File: config.mk
export PLATFORM = sky130hd
export DESIGN_NAME = gpio_lock_ctrl
export DESIGN_NICKNAME = d
export VERILOG_FILES = /design/src/rtl/gpio_lock_pkg.sv /design/src/rtl/gpio_sync2.sv /design/src/rtl/gpio_glitch_filter.sv /design/src/rtl/gpio_edge_flags.sv /design/src/rtl/gpio_lock_ctrl.sv
export SDC_FILE = /design/constraint.sdc
export NUM_CORES = 1
export LEC_CHECK = 0
export BUFFER_PORTS_ARGS = -buffer_cell sky130_fd_sc_hd__clkbuf_2
export CORE_MARGIN = 2
export CORE_UTILIZATION = 35
export DETAILED_ROUTE_END_ITERATION = 12
export PLACE_DENSITY = 0.66
export REMOVE_ABC_BUFFERS = 1
export SLEW_MARGIN = 20
export SYNTH_ARGS = -nofsm -noshare
export SYNTH_HDL_FRONTEND = slang
export SYNTH_SLANG_ARGS = --single-unit
File: constraint.sdc
create_clock -name clk_i -period 5.9 [get_ports clk_i]
set_input_delay 1.18 -clock clk_i [delete_from_list [all_inputs] [get_ports clk_i]]
set_output_delay 1.18 -clock clk_i [all_outputs]
set_load 0.05 [all_outputs]
File: src/rtl/gpio_lock_pkg.sv
package gpio_lock_pkg;
  localparam logic [7:0] A_CFG      = 8'h00;
  localparam logic [7:0] A_DOUT     = 8'h10;
  localparam logic [7:0] A_DIN      = 8'h20;
  localparam logic [7:0] A_PORT_OUT = 8'h30;
  localparam logic [7:0] A_PORT_IN  = 8'h31;
  localparam logic [7:0] A_LOCK     = 8'h32;
  localparam logic [7:0] A_FILT     = 8'h33;
  localparam logic [7:0] A_RISE     = 8'h34;
  localparam logic [7:0] A_FALL     = 8'h35;
  localparam logic [7:0] A_STAT     = 8'h36;

  typedef struct packed {
    logic [1:0] func;
    logic [1:0] pull;
    logic       dir;
  } pin_cfg_t;
endpackage

File: src/rtl/gpio_sync2.sv
module gpio_sync2 #(
  parameter int W = 16
) (
  input  logic         clk_i,
  input  logic         rst_ni,
  input  logic [W-1:0] d_i,
  output logic [W-1:0] q_o
);
  logic [W-1:0] meta_q, stab_q;

  always_ff @(posedge clk_i or negedge rst_ni) begin
    if (!rst_ni) begin
      meta_q <= '0;
      stab_q <= '0;
    end else begin
      meta_q <= d_i;
      stab_q <= meta_q;
    end
  end

  assign q_o = stab_q;
endmodule

File: src/rtl/gpio_glitch_filter.sv
module gpio_glitch_filter #(
  parameter int LEN_W = 4
) (
  input  logic             clk_i,
  input  logic             rst_ni,
  input  logic             en_i,
  input  logic             tick_i,
  input  logic [LEN_W-1:0] len_i,
  input  logic             din_i,
  output logic             dout_o
);
  logic             lvl_q, lvl_d;
  logic [LEN_W-1:0] cnt_q, cnt_d;

  always_comb begin
    lvl_d = lvl_q;
    cnt_d = cnt_q;
    if (!en_i) begin
      lvl_d = din_i;
      cnt_d = '0;
    end else if (din_i == lvl_q) begin
      cnt_d = '0;
    end else if (tick_i) begin
      if (cnt_q == len_i) begin
        lvl_d = din_i;
        cnt_d = '0;
      end else begin
        cnt_d = cnt_q + 1'b1;
      end
    end
  end

  always_ff @(posedge clk_i or negedge rst_ni) begin
    if (!rst_ni) begin
      lvl_q <= 1'b0;
      cnt_q <= '0;
    end else begin
      lvl_q <= lvl_d;
      cnt_q <= cnt_d;
    end
  end

  assign dout_o = lvl_q;


  filt_tick_gate_chk: assert property (@(posedge clk_i) disable iff (!rst_ni)
    (en_i && !tick_i) |=> $stable(dout_o));


  filt_bypass_chk: assert property (@(posedge clk_i) disable iff (!rst_ni)
    !en_i |=> (dout_o == $past(din_i)));
endmodule

File: src/rtl/gpio_edge_flags.sv
module gpio_edge_flags #(
  parameter int N = 4
) (
  input  logic         clk_i,
  input  logic         rst_ni,
  input  logic [N-1:0] lvl_i,
  input  logic [N-1:0] rise_en_i,
  input  logic [N-1:0] fall_en_i,
  input  logic [N-1:0] clr_i,
  output logic [N-1:0] stat_o
);
  logic [N-1:0] prev_q, stat_q, stat_d, set_w;

  assign set_w = (lvl_i & ~prev_q & rise_en_i) | (~lvl_i & prev_q & fall_en_i);

  always_comb begin
    stat_d = set_w | (stat_q & ~clr_i);
  end

  always_ff @(posedge clk_i or negedge rst_ni) begin
    if (!rst_ni) begin
      prev_q <= '0;
      stat_q <= '0;
    end else begin
      prev_q <= lvl_i;
      stat_q <= stat_d;
    end
  end

  assign stat_o = stat_q;


  stat_source_chk: assert property (@(posedge clk_i) disable iff (!rst_ni)
    1'b1 |=> ((stat_q & ~$past(stat_q | set_w)) == '0));


  stat_clear_chk: assert property (@(posedge clk_i) disable iff (!rst_ni)
    1'b1 |=> ((~stat_q & $past(stat_q & ~clr_i)) == '0));
endmodule

File: src/rtl/gpio_lock_ctrl.sv
module gpio_lock_ctrl
  import gpio_lock_pkg::*;
#(
  parameter int NPINS = 16,
  parameter int NFILT = 4,
  parameter int LEN_W = 4,
  parameter int PRE_W = 8
) (
  input  logic               clk_i,
  input  logic               rst_ni,
  input  logic               wr_en_i,
  input  logic [7:0]         addr_i,
  input  logic [31:0]        wdata_i,
  output logic [31:0]        rdata_o,
  input  logic [NPINS-1:0]   pad_in_i,
  output logic [NPINS-1:0]   pad_out_o,
  output logic [NPINS-1:0]   pad_oe_o,
  output logic [2*NPINS-1:0] pad_pull_o,
  output logic [2*NPINS-1:0] pad_func_o,
  output logic               irq_o
);
  localparam logic [7:0] NP8 = 8'(NPINS);

  logic [1:0] rs_q;
  logic       rst_i;

  always_ff @(posedge clk_i or negedge rst_ni) begin
    if (!rst_ni) rs_q <= 2'b00;
    else         rs_q <= {rs_q[0], 1'b1};
  end
  assign rst_i = rs_q[1];

  pin_cfg_t [NPINS-1:0] cfg_q, cfg_d;
  logic [NPINS-1:0] dout_q, dout_d;
  logic             soft_q, soft_d, hard_q, hard_d, werr_q, werr_d;
  logic [NFILT-1:0] fen_q, fen_d, ren_q, ren_d, fal_q, fal_d;
  logic [LEN_W-1:0] flen_q, flen_d;
  logic [PRE_W-1:0] pre_q, pre_d, pcnt_q, pcnt_d;

  logic [NPINS-1:0] sync_w;
  logic [NFILT-1:0] flt_w, stat_w, stat_clr;
  logic             tick;
  logic [3:0]       idx;
  logic             hit_cfg, hit_dout, hit_din, guarded, locked, blocked;

  assign idx      = addr_i[3:0];
  assign hit_cfg  = (addr_i >= A_CFG)  && (addr_i < A_CFG + NP8);
  assign hit_dout = (addr_i >= A_DOUT) && (addr_i < A_DOUT + NP8);
  assign hit_din  = (addr_i >= A_DIN)  && (addr_i < A_DIN + NP8);
  assign guarded  = hit_cfg || (addr_i == A_FILT) || (addr_i == A_RISE) || (addr_i == A_FALL);
  assign locked   = soft_q | hard_q;
  assign blocked  = wr_en_i && guarded && locked;
  assign tick     = (pcnt_q == pre_q);
  assign stat_clr = (wr_en_i && addr_i == A_STAT) ? wdata_i[NFILT-1:0] : '0;

  always_comb begin
    cfg_d  = cfg_q;  dout_d = dout_q;
    soft_d = soft_q; hard_d = hard_q; werr_d = werr_q;
    fen_d  = fen_q;  ren_d  = ren_q;  fal_d  = fal_q;
    flen_d = flen_q; pre_d  = pre_q;
    pcnt_d = tick ? '0 : pcnt_q + 1'b1;
    if (wr_en_i) begin
      if (blocked) begin
        werr_d = 1'b1;
      end else begin
        if (hit_cfg) cfg_d[idx] = pin_cfg_t'(wdata_i[4:0]);
        if (addr_i == A_FILT) begin
          fen_d  = wdata_i[NFILT-1:0];
          flen_d = wdata_i[8 +: LEN_W];
          pre_d  = wdata_i[16 +: PRE_W];
        end
        if (addr_i == A_RISE) ren_d = wdata_i[NFILT-1:0];
        if (addr_i == A_FALL) fal_d = wdata_i[NFILT-1:0];
      end
      if (hit_dout) dout_d[idx] = wdata_i[0];
      if (addr_i == A_PORT_OUT) dout_d = wdata_i[NPINS-1:0];
      if (addr_i == A_LOCK) begin
        soft_d = wdata_i[0];
        hard_d = hard_q | wdata_i[1];
        if (wdata_i[2]) werr_d = 1'b0;
      end
    end
  end

  always_ff @(posedge clk_i or negedge rst_i) begin
    if (!rst_i) begin
      cfg_q  <= '0; dout_q <= '0;
      soft_q <= 1'b0; hard_q <= 1'b0; werr_q <= 1'b0;
      fen_q  <= '0; ren_q <= '0; fal_q <= '0;
      flen_q <= '0; pre_q <= '0; pcnt_q <= '0;
    end else begin
      cfg_q  <= cfg_d;  dout_q <= dout_d;
      soft_q <= soft_d; hard_q <= hard_d; werr_q <= werr_d;
      fen_q  <= fen_d;  ren_q  <= ren_d;  fal_q  <= fal_d;
      flen_q <= flen_d; pre_q  <= pre_d;  pcnt_q <= pcnt_d;
    end
  end

  gpio_sync2 #(.W(NPINS)) u_sync (
    .clk_i(clk_i), .rst_ni(rst_i), .d_i(pad_in_i), .q_o(sync_w)
  );

  for (genvar g = 0; g < NFILT; g++) begin : g_flt
    gpio_glitch_filter #(.LEN_W(LEN_W)) u_flt (
      .clk_i(clk_i), .rst_ni(rst_i), .en_i(fen_q[g]), .tick_i(tick),
      .len_i(flen_q), .din_i(sync_w[g]), .dout_o(flt_w[g])
    );
  end

  gpio_edge_flags #(.N(NFILT)) u_edge (
    .clk_i(clk_i), .rst_ni(rst_i), .lvl_i(flt_w), .rise_en_i(ren_q),
    .fall_en_i(fal_q), .clr_i(stat_clr), .stat_o(stat_w)
  );

  for (genvar p = 0; p < NPINS; p++) begin : g_pad
    assign pad_oe_o[p]          = cfg_q[p].dir && (cfg_q[p].func == 2'b00);
    assign pad_pull_o[2*p +: 2] = cfg_q[p].pull;
    assign pad_func_o[2*p +: 2] = cfg_q[p].func;
  end
  assign pad_out_o = dout_q;
  assign irq_o     = |stat_w;

  always_comb begin
    rdata_o = '0;
    if (hit_cfg)       rdata_o[4:0] = cfg_q[idx];
    else if (hit_dout) rdata_o[0]   = dout_q[idx];
    else if (hit_din)  rdata_o[0]   = sync_w[idx];
    else begin
      case (addr_i)
        A_PORT_OUT: rdata_o[NPINS-1:0] = dout_q;
        A_PORT_IN:  rdata_o[NPINS-1:0] = sync_w;
        A_LOCK:     rdata_o[2:0]       = {werr_q, hard_q, soft_q};
        A_FILT: begin
          rdata_o[NFILT-1:0]  = fen_q;
          rdata_o[8 +: LEN_W] = flen_q;
          rdata_o[16 +: PRE_W] = pre_q;
        end
        A_RISE:     rdata_o[NFILT-1:0] = ren_q;
        A_FALL:     rdata_o[NFILT-1:0] = fal_q;
        A_STAT:     rdata_o[NFILT-1:0] = stat_w;
        default:    rdata_o = '0;
      endcase
    end
  end

  logic unused_bits;
  assign unused_bits = ^{wdata_i, addr_i};


  hard_lock_sticky_chk: assert property (@(posedge clk_i) disable iff (!rst_i)
    hard_q |=> hard_q);


  locked_cfg_hold_chk: assert property (@(posedge clk_i) disable iff (!rst_i)
    (wr_en_i && locked && hit_cfg) |=> $stable(pad_oe_o) && $stable(pad_pull_o));


  locked_err_flag_chk: assert property (@(posedge clk_i) disable iff (!rst_i)
    blocked |=> werr_q);


  port_alias_chk: assert property (@(posedge clk_i) disable iff (!rst_i)
    (wr_en_i && addr_i == A_PORT_OUT) |=> (pad_out_o == $past(wdata_i[NPINS-1:0])));
endmodule

==> impl_metrics.toml <==
[worst_setup_path]
worstPathArrival_ps = 3810
path_cells = "clkbuf_2 -> mux4_1 -> mux4_2 -> a222oi_1 -> inv_1 -> clkbuf_2"
crit_path_start_kind = "input port"
crit_path_end_kind = "output pin"
crit_buf_inv = 3
cp_slowest_stage_delay_ps = 710
critPathTopFamily = "multiplexers"
critical_path.most_common_cell = "clkbuf_2"
critical_path_fanout_max = 32
critical_path_class = "in2out"
crit_path_top_delay_cell = "clkbuf_2"
worst-endpoint-required_ps = 4720

[power]
power_mw = 3.28
static-leakage-power_nw = 5.70
ir_worst_vdd_mv = 0.189
power_per_cell_area_nw_per_um2 = 286

[sta]
worst_slew_pin_slew_ps = 987
slew_violations = 0
timing.clock.skew_ps = 18.2
post_route_fraction_of_the_period_consumed_by_the_critical_path = 0.846
final_report_hold_violation_count = 0
final.setup.worst_slack_ps = 908
worst_slew_margin_rel = 0.342
achievable-frequency_ghz = 0.200
setup_viol_count_final = 0
layout_min_cycle_time_ps = 4990
grt_setup_unrepaired = "false"
finalSetupTns_ps = 0

[cts]
cts_root_buffer = "clkbuf_16"
cts_resized = 0
cts.repair_timing.setup_buffer_count = 0
clock_tree.htree_level_count = 4
cts_sinks = 193
cts.path.max_buffers = 2
cts_hold_buf = 0
worstSkewPairLatency_ps = 460
tritoncts.num_buffers = 17
clkSlewWorstSetupHoldPaths_ps = 90
tritoncts = "built"

[finish]
seq_area_sq_um = 4830
final.fill_count = 2777
nets = 985
antennaDiodeCount = 0
final_layout_size_suffix_gt1_frac = 0.396
multi_input_area_sq_um = 4500
post_layout_nonfiller_instances = 1318
area.growth.synth_to_final_pct = 13.7

[placement]
port-buffer-count = 171
dp.cells = 1285
dpl_worst_slack_ps = 963
dp_hpwl_mm = 19.2
final_weighted_congestion_in_routability_driven_placement = 0.839

[floorplanning]
die-width_microns = 174
start_util = 0.354
core_area_sq_um = 28500
floorplan.die_area_sq_um = 30300
pin_count = 188
num_rows = 62
die-height_microns = 174

[logic_synthesis]
top_area_cells_in_the_synthesized_netlist = "dfrtp_1, mux2_2, buf_4"
synth_warnings = 0
synth_flop_cell = "dfrtp_1"
synth_sequential_area_ratio = 0.478
ys_async_sr_fraction = 1.00
yosys.area.top_type_share = 0.478
postSynthAreaPerCell_sq_um = 12.3
synth.ff_latch_count = 193
synth_enable_flop_cells = 0
syn-instance-count = 823
post_synth_most_frequent_cells = "dfrtp_1, mux2_2, buf_4"
synth_area_leader = "dfrtp_1"
cell_with_the_most_instances_after_synthesis = "dfrtp_1"
syn_area_sq_um = 10100
yosys.cell_types.count = 63

[hold_path]
hold_class = "reg2async"

[route]
routed_wirelength_mm = 26.9
ant_nets = 0
remaining_drc_errors = 0
route.detailed.wl_per_inst_microns = 20.4
viasPerCell = 5.37
num_vias = 7080
drt_pass1_iterations = 5
drt_iter0_markers = 459

[grt]
grt.overflow.total = 0
antenna_found_initial = 0
grt_start_max_net_pins = 78
first_global_vias = 7158
gr-usage-all-layers = 0.178
grt_first_pass_wirelength_mm = 41.9

[run]
maxCapViolations = 0

[run_status]
run_status = "finished clean"
-- kinds of logic (layout without fill, tap and decap cells) --
logic type	count (synthesis)	after routing	synth area share
multiplexers	153	153	0.212
buffers and inverters	124	228	0.0796
adder cells (fa/ha/maj)	5	5	0.00619
AND/OR/NAND/NOR	195	195	0.116
flip-flops	193	193	0.478
AO/OA/AOI/OAI	117	117	0.0780
XOR/XNOR	34	34	0.0295
other	2	9	0.000743
-- per-layer routing --
metal	wire length, microns	GRT usage	vias up
met3	1870	0.0453	40
li1	-	-	3117
met1	11600	0.233	3641
met5	0	0	-
met4	539	0.0511	0
met2	12900	0.294	282
-- report_power, final --
group,total (mW),internal (mW),switching [mW],leakage [nW]
combinational,0.507,0.163,0.344,2.82
clock,1.28,0.607,0.669,0.315
sequential,1.50,1.41,0.0961,2.56
-- placed cells by master, fill, tap and decap left out, drive strengths merged, types with 9 or more instances in the layout --
cell type  instances
buf               15
nor3              11
inv               19
nor3b             16
dfrtp            193
a22o               9
xnor2             10
and2              10
nor2              31
mux4              31
mux2i             12
nand3b             9
o21ai             41
nand2             63
a22oi             18
nand3             14
xor2              24
clkbuf           188
mux2             110
a21oi             16
conb               9
-- flip-flops by register name, summed over array words and instances, names as in the netlist, 8 cells and up --
register,count
pad_func_o,32
pad_pull_o,32
cfg_q,16
g_flt.u_flt.cnt_q,16
pad_out_o,16
u_sync.meta_q,16
u_sync.q_o,16
pcnt_q,8
pre_q,8
-- area by class of cell --
class / count / share of cell area
sequential: 193 / 0.421
multi-input combinational: 513 / 0.392
timing repair buffer: 186 / 0.0854
tap: 384 / 0.0418
clock buffer: 17 / 0.0370
clock inverter: 15 / 0.0201
inverter: 10 / 0.00327
-- per-stage QoR --
step	util	instance area (sq um)	hold WS, ps
after floorplan	-	9370	331
after CTS	0.402	11500	346
after global routing	0.403	11500	357
after global placement	0.379	10800	334
after detailed placement	0.379	10800	335
final	0.403	11500	324
-- worst paths after layout --
path	startpoint	end	slack, ps	cells past startpoint
max in group asynchronous	rs_q[1]	u_sync.q_o[1]	4220	1
worst max-delay path	addr_i[0]	rdata_o[4]	910	6
min in group clk_i	u_sync.meta_q[0]	u_sync.q_o[0]	350	0
worst min register to register	rs_q[1]	u_sync.meta_q[4]	320	0
worst max register to register	pcnt_q[0]	g_flt[2].u_flt.dout_o	3660	5
worst min-delay path	rs_q[1]	u_sync.meta_q[4]	320	0
(Power assumes the default switching activity.)
